===== src/rtl/dmt_pkg.sv =====
package dmt_pkg;

    typedef enum logic [1:0] {
        PH_IDLE = 2'd0,
        PH_RD   = 2'd1,
        PH_WR   = 2'd2
    } phase_e;

    typedef struct packed {
        logic sw;
        logic ovf;
        logic nmi;
    } halt_t;

endpackage


===== src/rtl/dmt_cnt.sv =====
module dmt_cnt
    import dmt_pkg::*;
#(
    parameter int CNT_W = 24,
    parameter int BTC_W = 16,
    parameter int BLK_W = 8
) (
    input  logic             clk,
    input  logic             rst,
    input  logic             act,
    input  logic             cnt_load,
    input  logic [CNT_W-1:0] cnt_val,
    input  logic [BLK_W-1:0] blk_size,
    input  logic             blk_start,
    input  logic             unit_done,
    input  logic             in_blk,
    input  logic             boundary,
    output logic [CNT_W-1:0] tcnt,
    output logic             tc_last,
    output logic             blk_last
);

    logic [BLK_W-1:0] bcnt;
    logic [CNT_W-1:0] tc_next;
    logic [BTC_W-1:0] low_dec;

    always_comb begin
        low_dec = tcnt[BTC_W-1:0] - BTC_W'(1);
        tc_next = tcnt - CNT_W'(1);
        if (in_blk) begin
            tc_next = tcnt;
            tc_next[BTC_W-1:0] = low_dec;
        end
        tc_last  = in_blk ? (tcnt[BTC_W-1:0] == BTC_W'(1)) : (tcnt == CNT_W'(1));
        blk_last = (bcnt == BLK_W'(1));
    end

    always_ff @(posedge clk) begin
        if (rst) begin
            tcnt <= '0;
            bcnt <= '0;
        end else begin
            if (cnt_load && !act)
                tcnt <= cnt_val;
            else if (boundary)
                tcnt <= tc_next;
            if (blk_start)
                bcnt <= blk_size;
            else if (unit_done && in_blk)
                bcnt <= bcnt - BLK_W'(1);
        end
    end

    // while the channel runs, the counter moves only on a transfer end
    a_r4_count_only_at_end: assert property (@(posedge clk) disable iff (rst)
        (act && !boundary) |=> $stable(tcnt));

    generate
        if (BTC_W < CNT_W) begin : g_upper
            // block mode leaves the upper counter field untouched
            a_r7_upper_hold: assert property (@(posedge clk) disable iff (rst)
                (act && in_blk) |=> $stable(tcnt[CNT_W-1:BTC_W]));
        end
    endgenerate

endmodule


===== src/rtl/dmt_seq.sv =====
module dmt_seq
    import dmt_pkg::*;
(
    input  logic clk,
    input  logic rst,
    input  logic cfg_dual,
    input  logic cfg_block,
    input  logic cfg_ext,
    input  logic act,
    input  logic halt,
    input  logic finish,
    input  logic req,
    input  logic bus_done,
    input  logic blk_last,
    output logic idle,
    output logic accept,
    output logic unit_done,
    output logic boundary,
    output logic in_blk,
    output logic ack,
    output logic bus_rd,
    output logic bus_wr
);

    phase_e ph;
    logic   dual_q;

    always_comb begin
        idle      = (ph == PH_IDLE);
        accept    = act && idle && req && !halt;
        unit_done = (ph == PH_WR) && bus_done;
        boundary  = unit_done && (!in_blk || blk_last);
        bus_rd    = (ph == PH_RD);
        bus_wr    = (ph == PH_WR);
    end

    always_ff @(posedge clk) begin
        if (rst) begin
            ph     <= PH_IDLE;
            dual_q <= 1'b0;
            in_blk <= 1'b0;
            ack    <= 1'b0;
        end else begin
            ack <= accept && cfg_ext;
            case (ph)
                PH_IDLE: begin
                    if (accept) begin
                        dual_q <= cfg_dual;
                        in_blk <= cfg_block;
                        ph     <= cfg_dual ? PH_RD : PH_WR;
                    end
                end
                PH_RD: begin
                    if (bus_done)
                        ph <= PH_WR;
                end
                PH_WR: begin
                    if (bus_done) begin
                        if (finish || !in_blk || blk_last) begin
                            ph     <= PH_IDLE;
                            in_blk <= 1'b0;
                        end else begin
                            ph <= dual_q ? PH_RD : PH_WR;
                        end
                    end
                end
                default: ph <= PH_IDLE;
            endcase
        end
    end

    // a read strobe is held until its done handshake
    a_r3_rd_held: assert property (@(posedge clk) disable iff (rst)
        (bus_rd && !bus_done) |=> bus_rd);
    // a completed read is always followed by its write
    a_r3_wr_follows: assert property (@(posedge clk) disable iff (rst)
        (bus_rd && bus_done) |=> bus_wr);
    // an acknowledge coincides with the start of a bus cycle
    a_r13_ack_with_cycle: assert property (@(posedge clk) disable iff (rst)
        ack |-> (bus_rd || bus_wr));
    // inside a block, transfers continue without a gap
    a_r9_block_no_gap: assert property (@(posedge clk) disable iff (rst)
        (in_blk && unit_done && !blk_last && !finish) |=> (bus_rd || bus_wr));

endmodule


===== src/rtl/dmt_term.sv =====
module dmt_term
    import dmt_pkg::*;
(
    input  logic clk,
    input  logic rst,
    input  logic cfg_tcie,
    input  logic cfg_src_rie,
    input  logic cfg_dst_rie,
    input  logic sw_act_wr,
    input  logic sw_act_val,
    input  logic sw_irq_clr,
    input  logic src_ovf,
    input  logic dst_ovf,
    input  logic nmi,
    input  logic idle,
    input  logic unit_done,
    input  logic boundary,
    input  logic tc_last,
    output logic act,
    output logic irq,
    output logic halt,
    output logic finish
);

    halt_t pend;
    logic  ovf_hit, ovf_now, nmi_now, tc_end, irq_set, start;

    always_comb begin
        ovf_hit = act && ((src_ovf && cfg_src_rie) || (dst_ovf && cfg_dst_rie));
        ovf_now = pend.ovf || ovf_hit;
        nmi_now = pend.nmi || nmi;
        halt    = pend.sw || ovf_now || nmi_now;
        tc_end  = boundary && tc_last;
        finish  = act && ((idle && halt)
                       || (unit_done && nmi_now)
                       || (boundary && (tc_last || pend.sw || ovf_now)));
        irq_set = finish && ((tc_end && cfg_tcie) || (ovf_now && (idle || boundary)));
        start   = sw_act_wr && sw_act_val && !act && !irq;
    end

    always_ff @(posedge clk) begin
        if (rst) begin
            act  <= 1'b0;
            irq  <= 1'b0;
            pend <= '0;
        end else begin
            if (finish) begin
                act  <= 1'b0;
                pend <= '0;
            end else if (start) begin
                act  <= 1'b1;
                pend <= '0;
            end else if (act) begin
                if (sw_act_wr && !sw_act_val) pend.sw  <= 1'b1;
                if (ovf_hit)                  pend.ovf <= 1'b1;
                if (nmi)                      pend.nmi <= 1'b1;
            end
            if (irq_set)
                irq <= 1'b1;
            else if (sw_irq_clr)
                irq <= 1'b0;
        end
    end

    // the active flag drops only while waiting or on a write completion
    a_r10_fall_point: assert property (@(posedge clk) disable iff (rst)
        $fell(act) |-> $past(idle || unit_done));
    // the request flag clears only on software request
    a_r12_irq_sticky: assert property (@(posedge clk) disable iff (rst)
        $fell(irq) |-> $past(sw_irq_clr));
    // an abort while waiting for a request stops the channel at once
    a_r11_abort_idle: assert property (@(posedge clk) disable iff (rst)
        (act && idle && nmi) |=> !act);
    // a start write is ignored while the request flag is set
    a_r2_no_start_irq: assert property (@(posedge clk) disable iff (rst)
        (!act && irq) |=> !act);

endmodule


===== src/rtl/dmt_top.sv =====
module dmt_top
    import dmt_pkg::*;
#(
    parameter int CNT_W = 24,
    parameter int BTC_W = 16,
    parameter int BLK_W = 8
) (
    input  logic             clk,
    input  logic             rst,
    input  logic             cfg_dual,
    input  logic             cfg_block,
    input  logic             cfg_ext,
    input  logic             cfg_tcie,
    input  logic             cfg_src_rie,
    input  logic             cfg_dst_rie,
    input  logic             sw_act_wr,
    input  logic             sw_act_val,
    input  logic             sw_irq_clr,
    input  logic             cnt_load,
    input  logic [CNT_W-1:0] cnt_val,
    input  logic [BLK_W-1:0] blk_size,
    input  logic             req,
    output logic             ack,
    input  logic             src_ovf,
    input  logic             dst_ovf,
    input  logic             nmi,
    output logic             bus_rd,
    output logic             bus_wr,
    input  logic             bus_done,
    output logic             act,
    output logic             irq,
    output logic [CNT_W-1:0] tcnt
);

    logic idle, accept, unit_done, boundary, in_blk;
    logic halt, finish, tc_last, blk_last, blk_start;

    assign blk_start = accept && cfg_block;

    dmt_seq u_seq (
        .clk       (clk),
        .rst       (rst),
        .cfg_dual  (cfg_dual),
        .cfg_block (cfg_block),
        .cfg_ext   (cfg_ext),
        .act       (act),
        .halt      (halt),
        .finish    (finish),
        .req       (req),
        .bus_done  (bus_done),
        .blk_last  (blk_last),
        .idle      (idle),
        .accept    (accept),
        .unit_done (unit_done),
        .boundary  (boundary),
        .in_blk    (in_blk),
        .ack       (ack),
        .bus_rd    (bus_rd),
        .bus_wr    (bus_wr)
    );

    dmt_cnt #(
        .CNT_W (CNT_W),
        .BTC_W (BTC_W),
        .BLK_W (BLK_W)
    ) u_cnt (
        .clk       (clk),
        .rst       (rst),
        .act       (act),
        .cnt_load  (cnt_load),
        .cnt_val   (cnt_val),
        .blk_size  (blk_size),
        .blk_start (blk_start),
        .unit_done (unit_done),
        .in_blk    (in_blk),
        .boundary  (boundary),
        .tcnt      (tcnt),
        .tc_last   (tc_last),
        .blk_last  (blk_last)
    );

    dmt_term u_term (
        .clk         (clk),
        .rst         (rst),
        .cfg_tcie    (cfg_tcie),
        .cfg_src_rie (cfg_src_rie),
        .cfg_dst_rie (cfg_dst_rie),
        .sw_act_wr   (sw_act_wr),
        .sw_act_val  (sw_act_val),
        .sw_irq_clr  (sw_irq_clr),
        .src_ovf     (src_ovf),
        .dst_ovf     (dst_ovf),
        .nmi         (nmi),
        .idle        (idle),
        .unit_done   (unit_done),
        .boundary    (boundary),
        .tc_last     (tc_last),
        .act         (act),
        .irq         (irq),
        .halt        (halt),
        .finish      (finish)
    );

endmodule


===== config.mk =====
export PLATFORM = sky130hd
export DESIGN_NAME = dmt_top
export DESIGN_NICKNAME = d
export VERILOG_FILES = /design/src/rtl/dmt_pkg.sv /design/src/rtl/dmt_cnt.sv /design/src/rtl/dmt_seq.sv /design/src/rtl/dmt_term.sv /design/src/rtl/dmt_top.sv
export SDC_FILE = /design/constraint.sdc
export NUM_CORES = 1
export LEC_CHECK = 0
export BUFFER_PORTS_ARGS = -buffer_cell sky130_fd_sc_hd__buf_2
export CAP_MARGIN = 20
export CORE_MARGIN = 2
export CORE_UTILIZATION = 45
export DETAILED_ROUTE_END_ITERATION = 16
export PLACE_DENSITY = 0.73
export SLEW_MARGIN = 5
export SYNTH_ARGS = -nofsm -noshare
export SYNTH_HDL_FRONTEND = slang
export SYNTH_SLANG_ARGS = --single-unit

===== constraint.sdc =====
create_clock -name clk -period 3.35 [get_ports clk]
set_input_delay 0.335 -clock clk [delete_from_list [all_inputs] [get_ports clk]]
set_output_delay 0.335 -clock clk [all_outputs]
set_load 0.05 [all_outputs]

# --- After elaboration in Yosys (flattened, before gate mapping) ---
# Index checks and enable logic that the tools add are counted.
word_totals:
  regBits: 42
  latchBits: 0
  ram_bits: 0
  rom_bits: 0
  input_bits: 49
  output_inout_bits: 29
  elab_cells: 101
  memories: 0
classes:
  addsub: 3
  mul: 0
  n_div: 0
  n_lt_le_gt_ge: 0
  n_eq_ne: 10
  shifts: 0
  muxes: 19
  bitwise_logic: 0
  n_reduce_logical: 57
ops:
  columns: ["op", "n"]
  rows:
  - ["two-way mux 24 bit", 3]
  - ["equality test 24 x 1 -> 1 bit (second input constant)", 1]
  - ["logical AND 1 bit", 24]
  - ["subtractor 24 x 1 -> 24 bit (second input constant)", 1]
  - ["equality test 16 x 1 -> 1 bit (second input constant)", 1]
  - ["two-way mux 8 bit", 2]
  - ["subtractor 16 x 1 -> 16 bit (second input constant)", 1]
  - ["logical OR 1 bit", 14]
  - ["two-way mux 2 bit", 6]
  - ["AND reduction 2 bit", 5]
  - ["equality test 8 x 1 -> 1 bit (second input constant)", 1]
  - ["inequality test 2 x 1 -> 1 bit (second input constant)", 4]
  - ["nonzero test 2 bit", 4]
  - ["subtractor 8 x 1 -> 8 bit (second input constant)", 1]
  - ["two-way mux 1 bit", 6]
  - ["case mux 2 bit (3 select lines)", 1]
  - ["zero test 1 bit", 5]
  - ["AND reduction 4 bit", 1]
  - ["AND reduction 3 bit", 1]
  - ["OR reduction 3 bit", 1]
  - ["equality test 2 x 1 -> 1 bit (second input constant)", 1]
  - ["equality test 2 bit (second input constant)", 1]
  - ["zero test 2 bit", 1]
  - ["inequality test 2 bit (second input constant)", 1]
  - ["other kinds (2)", 2]

# --- Longest topological paths before layout ---
# Gate-level depths: netlist of run 1.
depth:
  ltp_word: 15
  mapped_depth: 8
  depth_no_buf: 6

# --- By module ---
# Synthesis of run 1 repeated with hierarchy kept, for this count alone.
unflattened:
  cells_unflattened: 297
  area_unflattened_um2: 2597.5
modules_own_cells:
  columns: ["module", "instances", "cells_each", "area_each_um2", "seq_area_each_um2"]
  rows:
  - ["dmt_cnt", 1, 226, 1950.6, 640.6]
  - ["dmt_seq", 1, 39, 344.1, 100.1]
  - ["dmt_term", 1, 31, 296.5, 100.1]
  - ["dmt_top", 1, 1, 6.3, 0.0]

# --- Least setup slack after synthesis of run 1 ---
# Ideal clock, no wire load.
synth_path:
  kind: "reg-to-reg"
  from: "register u_term.act"
  to: "register u_cnt.bcnt[6]"
  setup_ns: 0.133
  arrival_ns: 1.965
  required_time_ns: 3.217
  slack_ns: 1.252
  stages_incl_launch_ff: 7
  path_buffers: 2
  period_less_slack_ns: 2.098
  path_cell_list: "dfxtp_1 > clkbuf_1 > nand4bb_1 > or4_1 > clkbuf_1 > o221ai_1 > a31oi_1"
synth_between:
  elab_chain_len: 8
  word_cells_on_any_way: 11
  classes_between: "1 x mux; 10 x reduce/logical"
synth_lines:
  columns: ["item", "line_no", "source"]
  rows:
  - ["start, declared", "dmt_term.sv:19", "output logic act,"]
  - ["start signal, assigned", "dmt_term.sv:43", "act <= 1'b0;"]
  - ["start signal, assigned", "dmt_term.sv:48", "act <= 1'b0;"]
  - ["start signal, assigned", "dmt_term.sv:51", "act <= 1'b1;"]
  - ["logical AND 1 bit", "dmt_term.sv:29", "ovf_hit = act && ((src_ovf && cfg_src_rie) || (dst_ovf && cfg_dst_rie));"]
  - ["logical OR 1 bit", "dmt_term.sv:30", "ovf_now = pend.ovf || ovf_hit;"]
  - ["logical OR 1 bit (2 in series)", "dmt_term.sv:32", "halt = pend.sw || ovf_now || nmi_now;"]
  - ["zero test 1 bit", "dmt_seq.sv:30", "accept = act && idle && req && !halt;"]
  - ["logical AND 1 bit (*)", "dmt_seq.sv:30", null]
  - ["logical AND 1 bit (*)", "dmt_top.sv:38", "assign blk_start = accept && cfg_block;"]
  - ["two-way mux 8 bit or nonzero test 2 bit (tied branches)", null, null]
  - ["end signal, assigned", "dmt_cnt.sv:48", "bcnt <= blk_size;"]
  - ["end signal, assigned", "dmt_cnt.sv:50", "bcnt <= bcnt - BLK_W'(1);"]
  - ["end, declared", "dmt_cnt.sv:23", "logic [BLK_W-1:0] bcnt;"]
# Mark *: on every way between the ends. The rest lies on a longest branch, timed or not.
# A chain may end at the register's enable or synchronous reset.

# --- Worst setup path after layout of run 1 ---
layout_path:
  from: "register u_cnt.tcnt[4]"
  to: "register u_cnt.tcnt[17]"
layout_between:
  elab_chain_len: 4
layout_lines:
  columns: ["item", "line_no", "source"]
  rows:
  - ["start, declared", "dmt_cnt.sv:18", "output logic [CNT_W-1:0] tcnt,"]
  - ["start signal, assigned", "dmt_cnt.sv:44", "tcnt <= cnt_val;"]
  - ["start signal, assigned", "dmt_cnt.sv:46", "tcnt <= tc_next;"]
  - ["subtractor 24 x 1 -> 24 bit", "dmt_cnt.sv:29", "tc_next = tcnt - CNT_W'(1);"]
  - ["two-way mux 24 bit", "dmt_cnt.sv:30", "if (in_blk) begin"]
  - ["two-way mux 24 bit", "dmt_cnt.sv:45", "else if (boundary)"]
  - ["two-way mux 24 bit", "dmt_cnt.sv:43", "if (cnt_load && !act)"]
# Every way passes these cells. The select of a mux whose other input is x is not followed.

==> flow_summary.toml, run 1 <==
[status]
run_status = "finished clean"

[synth]
yosysSeqAreaShare_pct = 31.9
synth-seq-cells = 42
synth_cell_types = 56
synth_warnings = 0
yosysTopAreaCell = "dfxtp_1"
synth_area_leaders = "dfxtp_1 (32%), o21ai_0 (5.3%), a31oi_1 (4.5%), or4_1 (4.0%), nand3_1 (3.6%)"
syn_area_um2 = 2640
async_flop_share_pct = 0
synth.avg_cell_area_um2 = 7.78
dominantRegCellSynth = "dfxtp_1"
syn_inst = 339
synth-edff-count = 0
synth_top_area_share_pct = 31.9
synth_nets = 392

[layout]
syn_to_final_growth_pct = 19.3
drive_above_1_share_pct = 24.2
nets = 457
stdcell_count = 477
final_util_pct = 56.5
n_antenna_cell = 0
design_area_um2 = 3150

[placed_design]
gp_congestion = 0.832
placed_area_um2 = 3060
dpl.hpwl_um = 5510
port_buffers = 77
post-place-cells = 469
place_ws_ns = 1.19

[clock_network]
cts_resized = 0
clock_latency_ns = 0.30
clock_sinks = 42
cts_inserted_buffers = 5
post_cts_buffers = 0
cts-root-buf = "clkbuf_8"
clockBufferDepth = 2
clkTransAtPathRegs_ns = 0.08
ctsHoldBuffers = 0
cts_max_level = 2
cts_tree = "built"

[routing]
ant_nets = 0
first_pass_iters = 4
dr_total_vias = 2950
wl_per_cell_um = 15.8
drt-initial-drc-count = 169
drt_wl_total_um = 7530
viasPerCell = 6.18
drc = 0

[global_route]
first_global_vias = 2521
antenna_found_initial = 0
grt.overflow.total = 0
grt_start_max_net_pins = 32
track_usage_pct = 23.5
grt_first_pass_wirelength_um = 12100

[setup_path]
crit_buf_inv = 0
required_ns = 3.57
r2r_start = "u_cnt.tcnt[4]"
path_cells = "nor4_4 -> nand4_2 -> or4_1 -> a31oi_1"
crit_slowest_cell = "or4_1"
critPathTopFamily = "simple AND/OR/NAND/NOR gates"
start_kind = "flop"
crit_path_start = "u_cnt.tcnt[4]"
max_stage_delay_ns = 0.62
endpoint_kind = "flop"
worstPathArrival_ns = 2.43
crit_type = "flop to flop"
crit_fanout = 16

[sta]
hold_viol_final = 0
fin_crit_sh_pct = 65.8
setup_viol = 0
tns_ns = 0
setup_ws_ns = 1.15
worstMarginPinSlew_ns = 1.12
finClkSkew_ns = 0.00847
period_needed_ns = 2.20
slew_violations = 0
rsz0062_at_grt = "no"
fmax_ghz = 0.454
worst_hold_slack_ns = 0.264
relSlewSlack_pct = 25.2

[floorplanning]
die_area_um2 = 6490
core_area_um2 = 5570
die_y_um = 80.6
die_w_um = 80.6
rows = 27
start_util_pct = 47.3
io_pins = 78

[min_path]
hold_start = "cnt_val[14]"
hp-class = "primary input to flop"

[job]
cap_viol_max_count = 0

[power]
power_density_nw_per_um2 = 401
power_mw = 1.26
p_leak_nw = 1.23
ir_drop_mv = 0.262
registers in the layout, summed over array words and instances, names as in the netlist:
signal,flops
u_cnt.bcnt,8
u_cnt.tcnt,24
u_seq.in_blk,1
u_term.pend,3
u_seq.dual_q,1
u_term.act,1
u_term.irq,1
u_seq.ph,2
u_seq.ack,1
cell families (layout without fill, tap and decap cells):
family                   after synthesis  count (layout)  share of synthesized area [%]
buffers and inverters                 37             103                           5.45
adder cells (fa/ha/maj)                4               4                           1.90
flip-flops                            42              42                           31.9
AO/OA/AOI/OAI                        103             103                           26.2
XOR/XNOR                               4               4                           1.33
AND/OR/NAND/NOR                      148             148                           32.9
multiplexers                           1               1                          0.379
worst reg2reg max path, delay by kind of cell (launching register included):
kind / cells / cell delay (ns)
AOI/OAI and AO/OA: 1 / 0.17
DFF: 1 / 0.39
and+or+nand+nor: 3 / 1.57
cell usage after synthesis, drive strengths merged (2+ instances only):
cell type	n
dfxtp	42
o21ai	29
nand2	24
nor2	22
a31oi	19
clkbuf	19
nand3	19
nor4	16
inv	14
nor3	14
or4	14
o31ai	12
or3	11
a21oi	9
a211oi	5
nand4	5
buf	4
ha	4
o31a	4
and4	3
nand2b	3
o2111ai	3
or2	3
a221oi	2
a311oi	2
and3	2
and4b	2
nand3b	2
nand4b	2
o2111a	2
o211ai	2
o311ai	2
o41ai	2
xnor2	2
xor2	2
layout make-up:
type                            count  area, µm²
Clock buffer                        7       86.3
Clock inverter                      1       5.00
Fill cell                         550       2430
Inverter                           14       52.6
Multi-Input combinational cell    260       1660
Sequential cell                    42        841
Tap cell                           72       90.1
Timing Repair Buffer               81        415
routing by layer:
metal / global-route usage [%] / routed length [µm] / vias up / part of all wire, %
met2: 37.3 / 3480 / 114 / 46
met5: 0 / 0 / - / 0
met4: 5.93 / 54 / 0 / 0.72
met3: 4.38 / 564 / 8 / 7.5
li1: - / - / 1450 / -
met1: 32.8 / 3430 / 1378 / 46
path summary, 6_finish.rpt:
kind,depth (start not counted),to,slack [ns]
min,3,u_cnt.tcnt[14],0.26
max reg2reg,4,u_cnt.tcnt[17],1.15
max,4,u_cnt.tcnt[17],1.15
min reg2reg,2,u_seq.dual_q,0.51
power by group:
part	leakage [nW]	total, mW	switching [mW]	internal, mW
combinational	0.839	0.337	0.232	0.105
sequential	0.345	0.575	0.0457	0.529
clock	0.0482	0.349	0.183	0.167
total	1.23	1.26	0.461	0.801
cell usage in the layout, fill, tap and decap left out, types with 6 or more instances in the layout:
cell / netlist / layout
buf_2: 4 / 77
nand2_1: 24 / 24
clkbuf_8: 0 / 6
a31oi_1: 19 / 19
o31ai_1: 12 / 12
nor2_1: 22 / 22
dfxtp_1: 42 / 42
or4_1: 14 / 14
nor3_1: 14 / 14
or3_1: 11 / 11
o21ai_0: 28 / 28
a21oi_1: 9 / 9
inv_1: 14 / 14
nor4_1: 13 / 13
nand3_1: 19 / 19
(Power assumes the default switching activity.)
==> run 2: changes to the inputs <==
--- a/config.mk
+++ b/config.mk
@@ -5,12 +5,13 @@
 export SDC_FILE = /design/constraint.sdc
 export NUM_CORES = 1
 export LEC_CHECK = 0
+export ABC_AREA = 1
 export BUFFER_PORTS_ARGS = -buffer_cell sky130_fd_sc_hd__buf_2
 export CAP_MARGIN = 20
 export CORE_MARGIN = 2
 export CORE_UTILIZATION = 45
 export DETAILED_ROUTE_END_ITERATION = 16
-export PLACE_DENSITY = 0.73
+export PLACE_DENSITY = 0.75
 export SLEW_MARGIN = 5
 export SYNTH_ARGS = -nofsm -noshare
 export SYNTH_HDL_FRONTEND = slang
==> constraint.sdc (replaced) <==
create_clock -name clk -period 2 [get_ports clk]
set_input_delay 0.2 -clock clk [delete_from_list [all_inputs] [get_ports clk]]
set_output_delay 0.2 -clock clk [all_outputs]
set_load 0.05 [all_outputs]
==> run 2 against run 1 <==
  * First-iteration DRC count rose by 42%
  * Setup slack got worse by 0.96 ns
  * Synthesized cell count rose by 23%
  * Sequential cell count did not move
  * Routed wire length fell by 4.9%
  * Clock power rose by 93%
  * Combinational power rose by 110%
  * Power rose by 85%
  * Global-route usage fell by 1.4 points
  * Count of clock-buffer cells in the layout did not move
  * Die area rose by 2.7%
  * Utilization fell by 0.48 points
  * Critical endpoint is now u_cnt.tcnt[14]
  * Largest cell class unchanged
  * Highest routed layer unchanged
==> flow_summary.toml, run 2 <==
[status]
run_status = "finished clean"

[job]
cap_viol_max_count = 0

[setup_path]
crit_fanout = 4
crit_slowest_cell = "dfxtp_1"
crit_buf_inv = 3
r2r_end = "u_cnt.tcnt[14]"
crit_type = "flop to flop"
reg2reg_slack_ns = 0.19
path_cells = "inv_1 -> ha_1 -> nand2_2 -> inv_1 -> nand2_1 -> nor2_2 -> nand3b_1 -> xor2_1 -> a21oi_1 -> o21ai_1 -> inv_1"
max_stage_delay_ns = 0.33
path_common_cell = "inv_1"
worstPathArrival_ns = 2.06
critPathTopFamily = "simple AND/OR/NAND/NOR gates"
start_kind = "flop"
reg2reg_depth = 11
endpoint_kind = "flop"
r2r_start = "u_cnt.tcnt[1]"
required_ns = 2.25

[synth]
yosysTopAreaCell = "dfxtp_1"
synth_top_area_share_pct = 31.0
async_flop_share_pct = 0
synthTopCellsByCount = "nand2_1 (97), inv_1 (55), nor2_1 (46)"
synth_cell_types = 39
syn_inst = 417
synth-seq-cells = 42
yosysSeqAreaShare_pct = 31.0
synth.avg_cell_area_um2 = 6.51
synth_nets = 470
synth_warnings = 0
syn_area_um2 = 2710
synth_area_leaders = "dfxtp_1 (31%), nand2_1 (13%), inv_1 (7.6%), nor2_1 (6.4%), nand3_1 (5.3%)"
synth-edff-count = 0
synth.most_common_cell = "nand2_1"
dominantRegCellSynth = "dfxtp_1"

[sta]
period_needed_ns = 1.81
worstMarginPinSlew_ns = 0.652
finClkSkew_ns = 0.00688
setup_viol = 0
relSlewSlack_pct = 56.5
fin_crit_sh_pct = 90.7
rsz0062_at_grt = "no"
fmax_ghz = 0.551
slew_violations = 0
tns_ns = 0
hold_viol_final = 0

[placed_design]
placed_area_um2 = 3190
gp_congestion = 0.919
dpl.hpwl_um = 5410
post-place-cells = 567
port_buffers = 77

[min_path]
hold_path_depth = 3
whs_endpoint = "u_seq.ack"
hp-class = "primary input to flop"
hold_start = "cfg_ext"

[global_route]
antenna_found_initial = 0
grt_start_max_net_pins = 31
first_global_vias = 2548
grt_first_pass_wirelength_um = 11600
grt.overflow.total = 0
track_usage_pct = 22.1

[layout]
top_regs = "u_cnt.tcnt x24, u_cnt.bcnt x8, u_term.pend x3"
final_cell_mix = "nand2_1 (97), buf_2 (77), inv_1 (55)"
nets = 552
drive_above_1_share_pct = 25.0
design_area_um2 = 3300
largest_reg_flops = 24
largest_register = "u_cnt.tcnt"
syn_to_final_growth_pct = 21.4
final_common_cell = "nand2_1"
stdcell_count = 575
n_antenna_cell = 0

[floorplanning]
rows = 28
die_w_um = 81.7
die_y_um = 81.7
io_pins = 78
die_area_um2 = 6670
core_area_um2 = 5890
start_util_pct = 46.1

[clock_network]
clock_latency_ns = 0.30
ctsHoldBuffers = 0
cts-root-buf = "clkbuf_8"
clockBufferDepth = 2
cts_max_level = 2
cts_resized = 0
post_cts_buffers = 0
clkTransAtPathRegs_ns = 0.08
cts_inserted_buffers = 5
cts_tree = "built"
clock_sinks = 42

[routing]
ant_nets = 0
dr_total_vias = 2993
viasPerCell = 5.21
drt-initial-drc-count = 240
first_pass_iters = 5
wl_per_cell_um = 12.4
drt_wl_total_um = 7160
drc = 0

[power]
power_density_nw_per_um2 = 708
power_mw = 2.33
ir_drop_mv = 0.373
p_leak_nw = 1.53
-- run 2: cells by family after synthesis --
logic type / Yosys count / share of synthesized area, %
AOI/OAI and AO/OA: 80 / 17.4
xor gates and xnor gates: 7 / 2.26
adders and majority gates: 4 / 1.84
buffers and inverters: 71 / 10.7
DFF: 42 / 31.0
and+or+nand+nor: 213 / 36.7
-- run 2: tightest hold or removal path: stages --
cell	delay, ns
buf_2	0.09
nand2_1	0.05
nor2_1	0.04
-- run 2: final cells by class --
class / instances / area (µm²)
Clock buffer: 7 / 76.3
Clock inverter: 1 / 30.0
Fill cell: 596 / 2590
Inverter: 62 / 235
Multi-Input combinational cell: 304 / 1580
Sequential cell: 42 / 841
Tap cell: 75 / 93.8
Timing Repair Buffer: 84 / 438
-- run 2: worst max path at each step --
stage                       start        endpoint  slack [ns]  cells after the start
global placement    u_cnt.tcnt[0]  u_cnt.tcnt[14]        0.26                     11
floorplan           u_cnt.tcnt[0]  u_cnt.tcnt[14]        0.04                     11
CTS                 u_cnt.tcnt[0]  u_cnt.tcnt[14]        0.21                     11
finish              u_cnt.tcnt[1]  u_cnt.tcnt[14]        0.19                     11
detailed placement  u_cnt.tcnt[0]  u_cnt.tcnt[14]        0.21                     11
global route        u_cnt.tcnt[1]  u_cnt.tcnt[14]        0.03                     11
-- run 2: power by group --
part | internal (mW) | leakage (nW) | switching, mW
sequential | 0.888 | 0.344 | 0.0585
clock | 0.374 | 0.0524 | 0.301
combinational | 0.216 | 1.14 | 0.496
total | 1.48 | 1.53 | 0.856
-- run 2: per-stage QoR --
| step | utilization [%] | hold WS, ns | setup WS [ns] |
|---|---|---|---|
| floorplan | - | 0.266 | 0.0383 |
| global placement | 54.2 | 0.437 | 0.259 |
| detailed placement | 54.2 | 0.441 | 0.215 |
| CTS | 56.0 | 0.117 | 0.210 |
| global route | 56.0 | 0.124 | 0.0322 |
| finish | 56.0 | 0.124 | 0.186 |
-- run 2: metal layers --
layer	up-vias	track usage, %	share of wire [%]
met5	-	0	0
met4	0	6.33	1.3
met3	11	3.96	7.7
met2	115	36.6	46
met1	1337	29.6	45
li1	1530	-	-
